**src/rtl/flow_pkg.sv**
```systemverilog
package flow_pkg;

  typedef enum logic [0:0] {
    GATE_HELD = 1'b0,
    GATE_OPEN = 1'b1
  } gate_e;

  // Receive hysteresis: halt wins at or above the upper level, resume at or
  // below the lower level, otherwise the previous state is kept.
  function automatic logic rts_next_halted(logic halted, int unsigned lvl,
                                           int unsigned halt, int unsigned resume);
    if (lvl >= halt) return 1'b1;
    if (lvl <= resume) return 1'b0;
    return halted;
  endfunction

  function automatic int unsigned free_slots(int unsigned lvl, int unsigned depth);
    return (lvl >= depth) ? 0 : depth - lvl;
  endfunction

  // Active-low ready: high on full, low once free space meets the trigger.
  function automatic logic txrdy_next(logic cur_n, int unsigned free, int unsigned trig);
    if (free == 0) return 1'b1;
    if (free >= trig) return 1'b0;
    return cur_n;
  endfunction

endpackage

```
**src/rtl/flow_cts_gate.sv**
```systemverilog
module flow_cts_gate
  import flow_pkg::*;
#(
  parameter int SYNC_STAGES = 2
) (
  input  logic clk,
  input  logic rst_n,
  input  logic auto_cts_en,
  input  logic cts_n,
  input  logic tx_busy,
  input  logic stop_mid,
  input  logic baud_tick,
  output logic tx_permit,
  output logic cts_delta
);

  localparam int SMSB = SYNC_STAGES - 1;

  logic [SMSB:0] sync_q;
  logic          cts_ok;
  logic          cts_ok_q;
  logic          idle_check;
  logic          sample_evt;
  gate_e         gate_q;

  generate
    for (genvar i = 0; i < SYNC_STAGES; i++) begin : g_sync
      if (i == 0) begin : g_first
        always_ff @(posedge clk or negedge rst_n)
          if (!rst_n) sync_q[0] <= 1'b1;
          else        sync_q[0] <= cts_n;
      end else begin : g_next
        always_ff @(posedge clk or negedge rst_n)
          if (!rst_n) sync_q[i] <= 1'b1;
          else        sync_q[i] <= sync_q[i-1];
      end
    end
  endgenerate

  assign cts_ok     = ~sync_q[SMSB];
  assign idle_check = baud_tick & ~tx_busy;
  assign sample_evt = stop_mid | idle_check;

  always_ff @(posedge clk or negedge rst_n) begin
    if (!rst_n)            gate_q <= GATE_HELD;
    else if (!auto_cts_en) gate_q <= GATE_OPEN;
    else if (sample_evt)   gate_q <= cts_ok ? GATE_OPEN : GATE_HELD;
  end

  assign tx_permit = (gate_q == GATE_OPEN);

  always_ff @(posedge clk or negedge rst_n) begin
    if (!rst_n) begin
      cts_ok_q  <= 1'b0;
      cts_delta <= 1'b0;
    end else begin
      cts_ok_q  <= cts_ok;
      cts_delta <= (cts_ok ^ cts_ok_q) & ~auto_cts_en;
    end
  end

  a_r1_permit_forced: assert property (@(posedge clk) disable iff (!rst_n)
    !auto_cts_en |=> tx_permit);

  a_r2_stop_mid_sample: assert property (@(posedge clk) disable iff (!rst_n)
    (auto_cts_en && stop_mid) |=> (tx_permit == $past(cts_ok)));

  a_r4_frozen_in_flight: assert property (@(posedge clk) disable iff (!rst_n)
    (auto_cts_en && tx_busy && !stop_mid) |=> $stable(tx_permit));

  a_r11_no_event_gated: assert property (@(posedge clk) disable iff (!rst_n)
    auto_cts_en |=> !cts_delta);

endmodule

```
**src/rtl/flow_rts_ctrl.sv**
```systemverilog
module flow_rts_ctrl
  import flow_pkg::*;
#(
  parameter int LVL_W = 7
) (
  input  logic             clk,
  input  logic             rst_n,
  input  logic             auto_rts_en,
  input  logic             mcr_rts,
  input  logic [LVL_W-1:0] rx_level,
  input  logic [LVL_W-1:0] halt_lvl,
  input  logic [LVL_W-1:0] resume_lvl,
  output logic             rts_n
);

  logic halted_q;
  logic halted_d;

  assign halted_d = rts_next_halted(halted_q, 32'(rx_level), 32'(halt_lvl), 32'(resume_lvl));

  always_ff @(posedge clk or negedge rst_n) begin
    if (!rst_n) begin
      halted_q <= 1'b0;
      rts_n    <= 1'b1;
    end else if (auto_rts_en) begin
      halted_q <= halted_d;
      rts_n    <= halted_d;
    end else begin
      halted_q <= 1'b0;
      rts_n    <= ~mcr_rts;
    end
  end

  a_r5_halt_release: assert property (@(posedge clk) disable iff (!rst_n)
    (auto_rts_en && rx_level >= halt_lvl) |=> rts_n);

  a_r6_resume_assert: assert property (@(posedge clk) disable iff (!rst_n)
    (auto_rts_en && halt_lvl > resume_lvl && rx_level <= resume_lvl) |=> !rts_n);

  a_r8_software_rts: assert property (@(posedge clk) disable iff (!rst_n)
    !auto_rts_en |=> (rts_n == !$past(mcr_rts)));

endmodule

```
**src/rtl/flow_txrdy_gen.sv**
```systemverilog
module flow_txrdy_gen
  import flow_pkg::*;
#(
  parameter int DEPTH = 64,
  parameter int LVL_W = 7
) (
  input  logic             clk,
  input  logic             rst_n,
  input  logic [LVL_W-1:0] tx_level,
  input  logic [LVL_W-1:0] tx_trig,
  output logic             txrdy_n
);

  int unsigned free_now;
  logic        fifo_full;

  assign free_now  = free_slots(32'(tx_level), DEPTH);
  assign fifo_full = (free_now == 0);

  always_ff @(posedge clk or negedge rst_n) begin
    if (!rst_n) txrdy_n <= 1'b1;
    else        txrdy_n <= txrdy_next(txrdy_n, free_now, 32'(tx_trig));
  end

  a_r10_full_not_ready: assert property (@(posedge clk) disable iff (!rst_n)
    (32'(tx_level) >= DEPTH) |=> txrdy_n);

  a_r9_space_ready: assert property (@(posedge clk) disable iff (!rst_n)
    (!fifo_full && (DEPTH - 32'(tx_level)) >= 32'(tx_trig)) |=> !txrdy_n);

endmodule

```
**src/rtl/uart_flow_ctrl.sv**
```systemverilog
module uart_flow_ctrl #(
  parameter int DEPTH       = 64,
  parameter int SYNC_STAGES = 2,
  localparam int LVL_W      = $clog2(DEPTH + 1)
) (
  input  logic             clk,
  input  logic             rst_n,
  input  logic             auto_cts_en,
  input  logic             auto_rts_en,
  input  logic             mcr_rts,
  input  logic             cts_n,
  input  logic             tx_busy,
  input  logic             stop_mid,
  input  logic             baud_tick,
  input  logic [LVL_W-1:0] rx_level,
  input  logic [LVL_W-1:0] halt_lvl,
  input  logic [LVL_W-1:0] resume_lvl,
  input  logic [LVL_W-1:0] tx_level,
  input  logic [LVL_W-1:0] tx_trig,
  output logic             rts_n,
  output logic             tx_permit,
  output logic             txrdy_n,
  output logic             cts_delta
);

  flow_cts_gate #(.SYNC_STAGES(SYNC_STAGES)) u_cts (
    .clk(clk), .rst_n(rst_n), .auto_cts_en(auto_cts_en), .cts_n(cts_n),
    .tx_busy(tx_busy), .stop_mid(stop_mid), .baud_tick(baud_tick),
    .tx_permit(tx_permit), .cts_delta(cts_delta)
  );

  flow_rts_ctrl #(.LVL_W(LVL_W)) u_rts (
    .clk(clk), .rst_n(rst_n), .auto_rts_en(auto_rts_en), .mcr_rts(mcr_rts),
    .rx_level(rx_level), .halt_lvl(halt_lvl), .resume_lvl(resume_lvl),
    .rts_n(rts_n)
  );

  flow_txrdy_gen #(.DEPTH(DEPTH), .LVL_W(LVL_W)) u_txrdy (
    .clk(clk), .rst_n(rst_n), .tx_level(tx_level), .tx_trig(tx_trig),
    .txrdy_n(txrdy_n)
  );

endmodule

```
**config.mk**
```make
export PLATFORM = sky130hd
export DESIGN_NAME = uart_flow_ctrl
export DESIGN_NICKNAME = d
export VERILOG_FILES = /design/src/rtl/flow_pkg.sv /design/src/rtl/flow_cts_gate.sv /design/src/rtl/flow_rts_ctrl.sv /design/src/rtl/flow_txrdy_gen.sv /design/src/rtl/uart_flow_ctrl.sv
export SDC_FILE = /design/constraint.sdc
export NUM_CORES = 1
export LEC_CHECK = 0
export CORE_MARGIN = 5
export CORE_UTILIZATION = 39
export CTS_CLUSTER_SIZE = 16
export DETAILED_ROUTE_END_ITERATION = 8
export PLACE_DENSITY = 0.79
export SYNTH_ARGS = -nofsm -noshare
export SYNTH_HDL_FRONTEND = slang
export SYNTH_SLANG_ARGS = --single-unit
```
**constraint.sdc**
```tcl
create_clock -name clk -period 1.1 [get_ports clk]
set_input_delay 0.22 -clock clk [delete_from_list [all_inputs] [get_ports clk]]
set_output_delay 0.22 -clock clk [all_outputs]
set_load 0.01 [all_outputs]
```
==> results.md <==
- The largest buffer count on any clock path is 2.
- The placed wire-length estimate after detailed placement is 2.06 mm.
- At the end of the flow, the number of nets in the layout was 239.
- The die boundary height is 58.7 um.
- The critical path class is in2reg.
- Across every metal layer, demand over resource in global routing totals 16.4%.
- In this run, synthesis produced a sequential element count of 8.
- The switching power of the nets is 375 uW.
- The synthesized area divided by synthesized cell count is 8.64 um2.
- The biggest cell delay along the critical path is 0.28 ns.
- The area growth from synthesis to layout is 96.1%.
- The post-synth design cell area is 925 um2.
- For the worst setup path, the data arrival time is 1.66 ns.
- For this configuration, the core starts out at a cell density of 41.4%.
- The final number of setup-violating endpoints is 4.
- The TritonCTS buffer count is 3.
- The worst hold path class is in2async.
- The shortest period the worst path allows is 1.49 ns.
- Summing over every cut layer, the via total after detailed routing is 970.
- The critical-path maximum fanout is 3.
- The flow ran to the end, but the final reports show violations.
- The cell family contributing the most delay on the critical path is compound AO/OA/AOI/OAI gates.
- The sort of element at the end of the critical path is a register.
- The floorplan die area is 3440 um2.
- The root buffer cell chosen for the clock tree is clkbuf_4.
- The number of optimization iterations in the first detailed-route pass is 4.
- In the routed design, unresolved DRC markers number 0.
- After clock tree synthesis, the flow added hold-fix buffers numbering 0.
- The count of pins over their slew limit was 0.
- For the final database, setup skew stands at 0.00484 ns.
- The floorplan has 17 rows.
- The via count of the first global-routing pass is 1082.
- In this run, the number of DRC markers left after iteration 0 of detailed routing was 26.
- The leakage power figure is 0.848 nW.
- The final reports fail on negative setup slack.
- The cell internal power dissipation is 826 uW.
- VDD sags by at most 0.000777 V.
- The number of antenna violations at the first check in global routing was 0.
- The number of synthesized flops with an enable pin is 0.
- The worst hold-check slack is 0.225 ns.
- The number of buffers and inverters on the critical path is 2.
- Net switching is 31.2% of the power.
- In this run the standard cell core region covers 2230 um2.
- Setup repair after global routing could not meet its margin everywhere.
- The clock network burns 19.0% of the power.
- The worst setup path is launched from an input port.
- The cell at the slowest stage of the critical path is ha_1.
- Synthesis produced a netlist whose cell count is 107.
- The final number of hold-violating endpoints was 0.
- The number of nets handed over by synthesis was 173.
- Clock-pin slew was measured on the worst setup and hold paths at 0.05 ns.
- The H-tree depth reported by CTS is 1.
- The detailed-route vias per instance is 4.87.
- The worst-margin pin slew is 0.339 ns.
- Including well taps, the total number of placed cells is 193.
- The first global-routing pass estimated 4.40 mm of wire.
- Once routing completed, OpenROAD measured the worst setup slack at -0.393 ns.
- The detail route stage leaves a number of antenna-violating nets equal to 0.
- The relative slew slack is 77.3%.
- The part of the power in combinational logic is 52.1%.
- After layout, the worst path uses 136% of the clock period.
- After synthesis, the largest area contributor takes up 29.8% of total cell area.
- For the worst setup path, the data required time is 1.27 ns.
- The highest achievable clock rate is 670 MHz.
- By count the netlist is led by 23 x inv_1, 22 x ha_1, 7 x a21oi_1.
- The yosys synthesis warning count is 0.
- For this design, the sink count on the clock tree is 8.
- By area the synthesized netlist is led by ha_1 30%, dfstp_2 11%, dfrtp_1 11%.
- The capturing point of the worst reg2reg path is u_rts.halted_q.
- The most instantiated flip-flop cell in the synthesis netlist is dfstp_2.
- Of the synthesized area, sequential elements account for 22.2%.
- TritonCTS built the clock tree.
- The fraction of power consumed by sequential logic is 29.0%.
- The proportion of layout cells with a drive suffix above 1 is 52.6%.
- The cell taking the most area after synthesis is ha_1.
- The worst-case register-to-register setup slack is 0.15 ns.
- The origin of the critical flop-to-flop path is u_rts.halted_q.
- The max-capacitance violation count is 0.
- Summed over all layers, the routed wires come to 2.55 mm.
- Routability-driven placement finished with a final weighted congestion of 0.872.
- In the post-synthesis netlist, the cell with the most instances is inv_1.
- Entering global routing, the biggest net connects 9 pins.
- Traced cell by cell, the critical path runs through buf_8 -> buf_6 -> nor3_4 -> nand2_1 -> xnor2_1 -> nor2_1 -> ha_1 -> a211oi_2 -> a21oi_2 -> o32ai_2.
- Pin placement for this block handled 48 I/O pins.
- The count of input and output buffers is 47.
- The final instance count without filler cells is 199.
- The worst reg-to-reg path cell count is 4.
- The total power per unit cell area is 662 nW/um2.
- The distinct cell type count of the synthesized netlist is 28.
- Clock latency on the worst-skew pair, taken at its later pin, is 0.26 ns.
- After detailed routing, the average wire length per cell comes to 12.8 um.
- The width of the die is 58.7 um.
- The number of antenna diodes in the final layout is 0.
- In the synthesized netlist the async set-or-reset flop fraction comes to 100%.
- The overall overflow remaining after global route is 0.
[worst max path at each step]
stage                            from               to  cells past startpoint
after global routing      tx_level[0]  u_txrdy.txrdy_n                     10
after CTS                 tx_level[0]  u_txrdy.txrdy_n                     11
final                     tx_level[0]  u_txrdy.txrdy_n                     10
after detailed placement  tx_level[1]  u_txrdy.txrdy_n                     11
after global placement    tx_level[1]  u_txrdy.txrdy_n                     11
after floorplan           tx_level[1]  u_txrdy.txrdy_n                     10
[logic make-up after synthesis]
family | Yosys count | share of synthesized area [%]
AO/OA/AOI/OAI | 25 | 18.5
XOR/XNOR | 4 | 3.79
adder cells (fa/ha/maj) | 22 | 29.8
buffers and inverters | 23 | 9.34
flip-flops | 8 | 22.2
multiplexers | 1 | 1.08
AND/OR/NAND/NOR | 24 | 15.3
[metal layers]
layer	share of wire, %	wire length, um	global-route usage (%)	vias to the layer above
met1	38	979	17.8	437
li1	-	-	-	494
met4	1.8	45	6.15	0
met5	0	0	0	-
met3	8.0	203	3.73	6
met2	52	1320	30.5	33
[worst reg2reg max path, delay by kind of cell (launching register included)]
kind,cells,cell delay (ns)
DFF,1,0.36
and+or+nand+nor,1,0.06
AOI/OAI and AO/OA,3,0.42
[registers in the layout, indices dropped and copies added, names as in the netlist]
| name | flops |
|---|---|
| u_cts.tx_permit | 1 |
| u_cts.cts_delta | 1 |
| u_rts.halted_q | 1 |
| u_rts.rts_n | 1 |
| u_txrdy.txrdy_n | 1 |
| u_cts.cts_ok_q | 1 |
| u_cts.sync_q | 2 |
[cells in the final DEF, fill, tap and decap left out, types with 4 or more instances in the layout]
cell type | netlist | routed
inv_2 | 0 | 6
dfstp_2 | 4 | 4
buf_4 | 0 | 12
dlygate4sd2_1 | 0 | 5
clkbuf_2 | 0 | 4
nor2_1 | 6 | 6
a21oi_2 | 0 | 5
buf_6 | 0 | 10
dfrtp_1 | 4 | 4
clkdlybuf4s50_1 | 0 | 15
inv_1 | 23 | 12
ha_1 | 22 | 7
ha_4 | 0 | 12
buf_2 | 0 | 8
[through the flow]
step	power (mW)	worst slack, ns	area [um2]	setup TNS, ns	utilization (%)
floorplan	0.593	-0.467	1040	-0.629	-
global placement	0.879	-1.15	1630	-3.19	73.1
detailed placement	0.897	-1.24	1630	-3.30	73.1
CTS	1.19	-0.400	1810	-0.517	81.1
global route	1.30	-0.472	1810	-0.798	81.2
finish	1.20	-0.393	1810	-0.495	81.2
[cell type report]
cell class              count  area (um2)
multi-input cells          76         881
repair buffers             61         548
fillers                   153         420
flip-flops and latches      8         205
inverters                  23         121
well taps                  28        35.0
clock buffers               3        22.5
[power by group through the flow]
stage	combinational (mW)	clock, mW	sequential (mW)
CTS	0.619	0.227	0.347
detailed placement	0.548	0	0.349
global placement	0.530	0	0.349
finish	0.625	0.228	0.348
global route	0.697	0.251	0.349
floorplan	0.236	0	0.356
[repair_timing]
action,4_1_cts,5_1_grt
gates resized for setup,145,9
setup buffers,2,1
pin swaps,31,10
endpoints found under the setup margin,7,6
cloned,0,0
No activity file was read; power rests on OpenSTA's default activity.
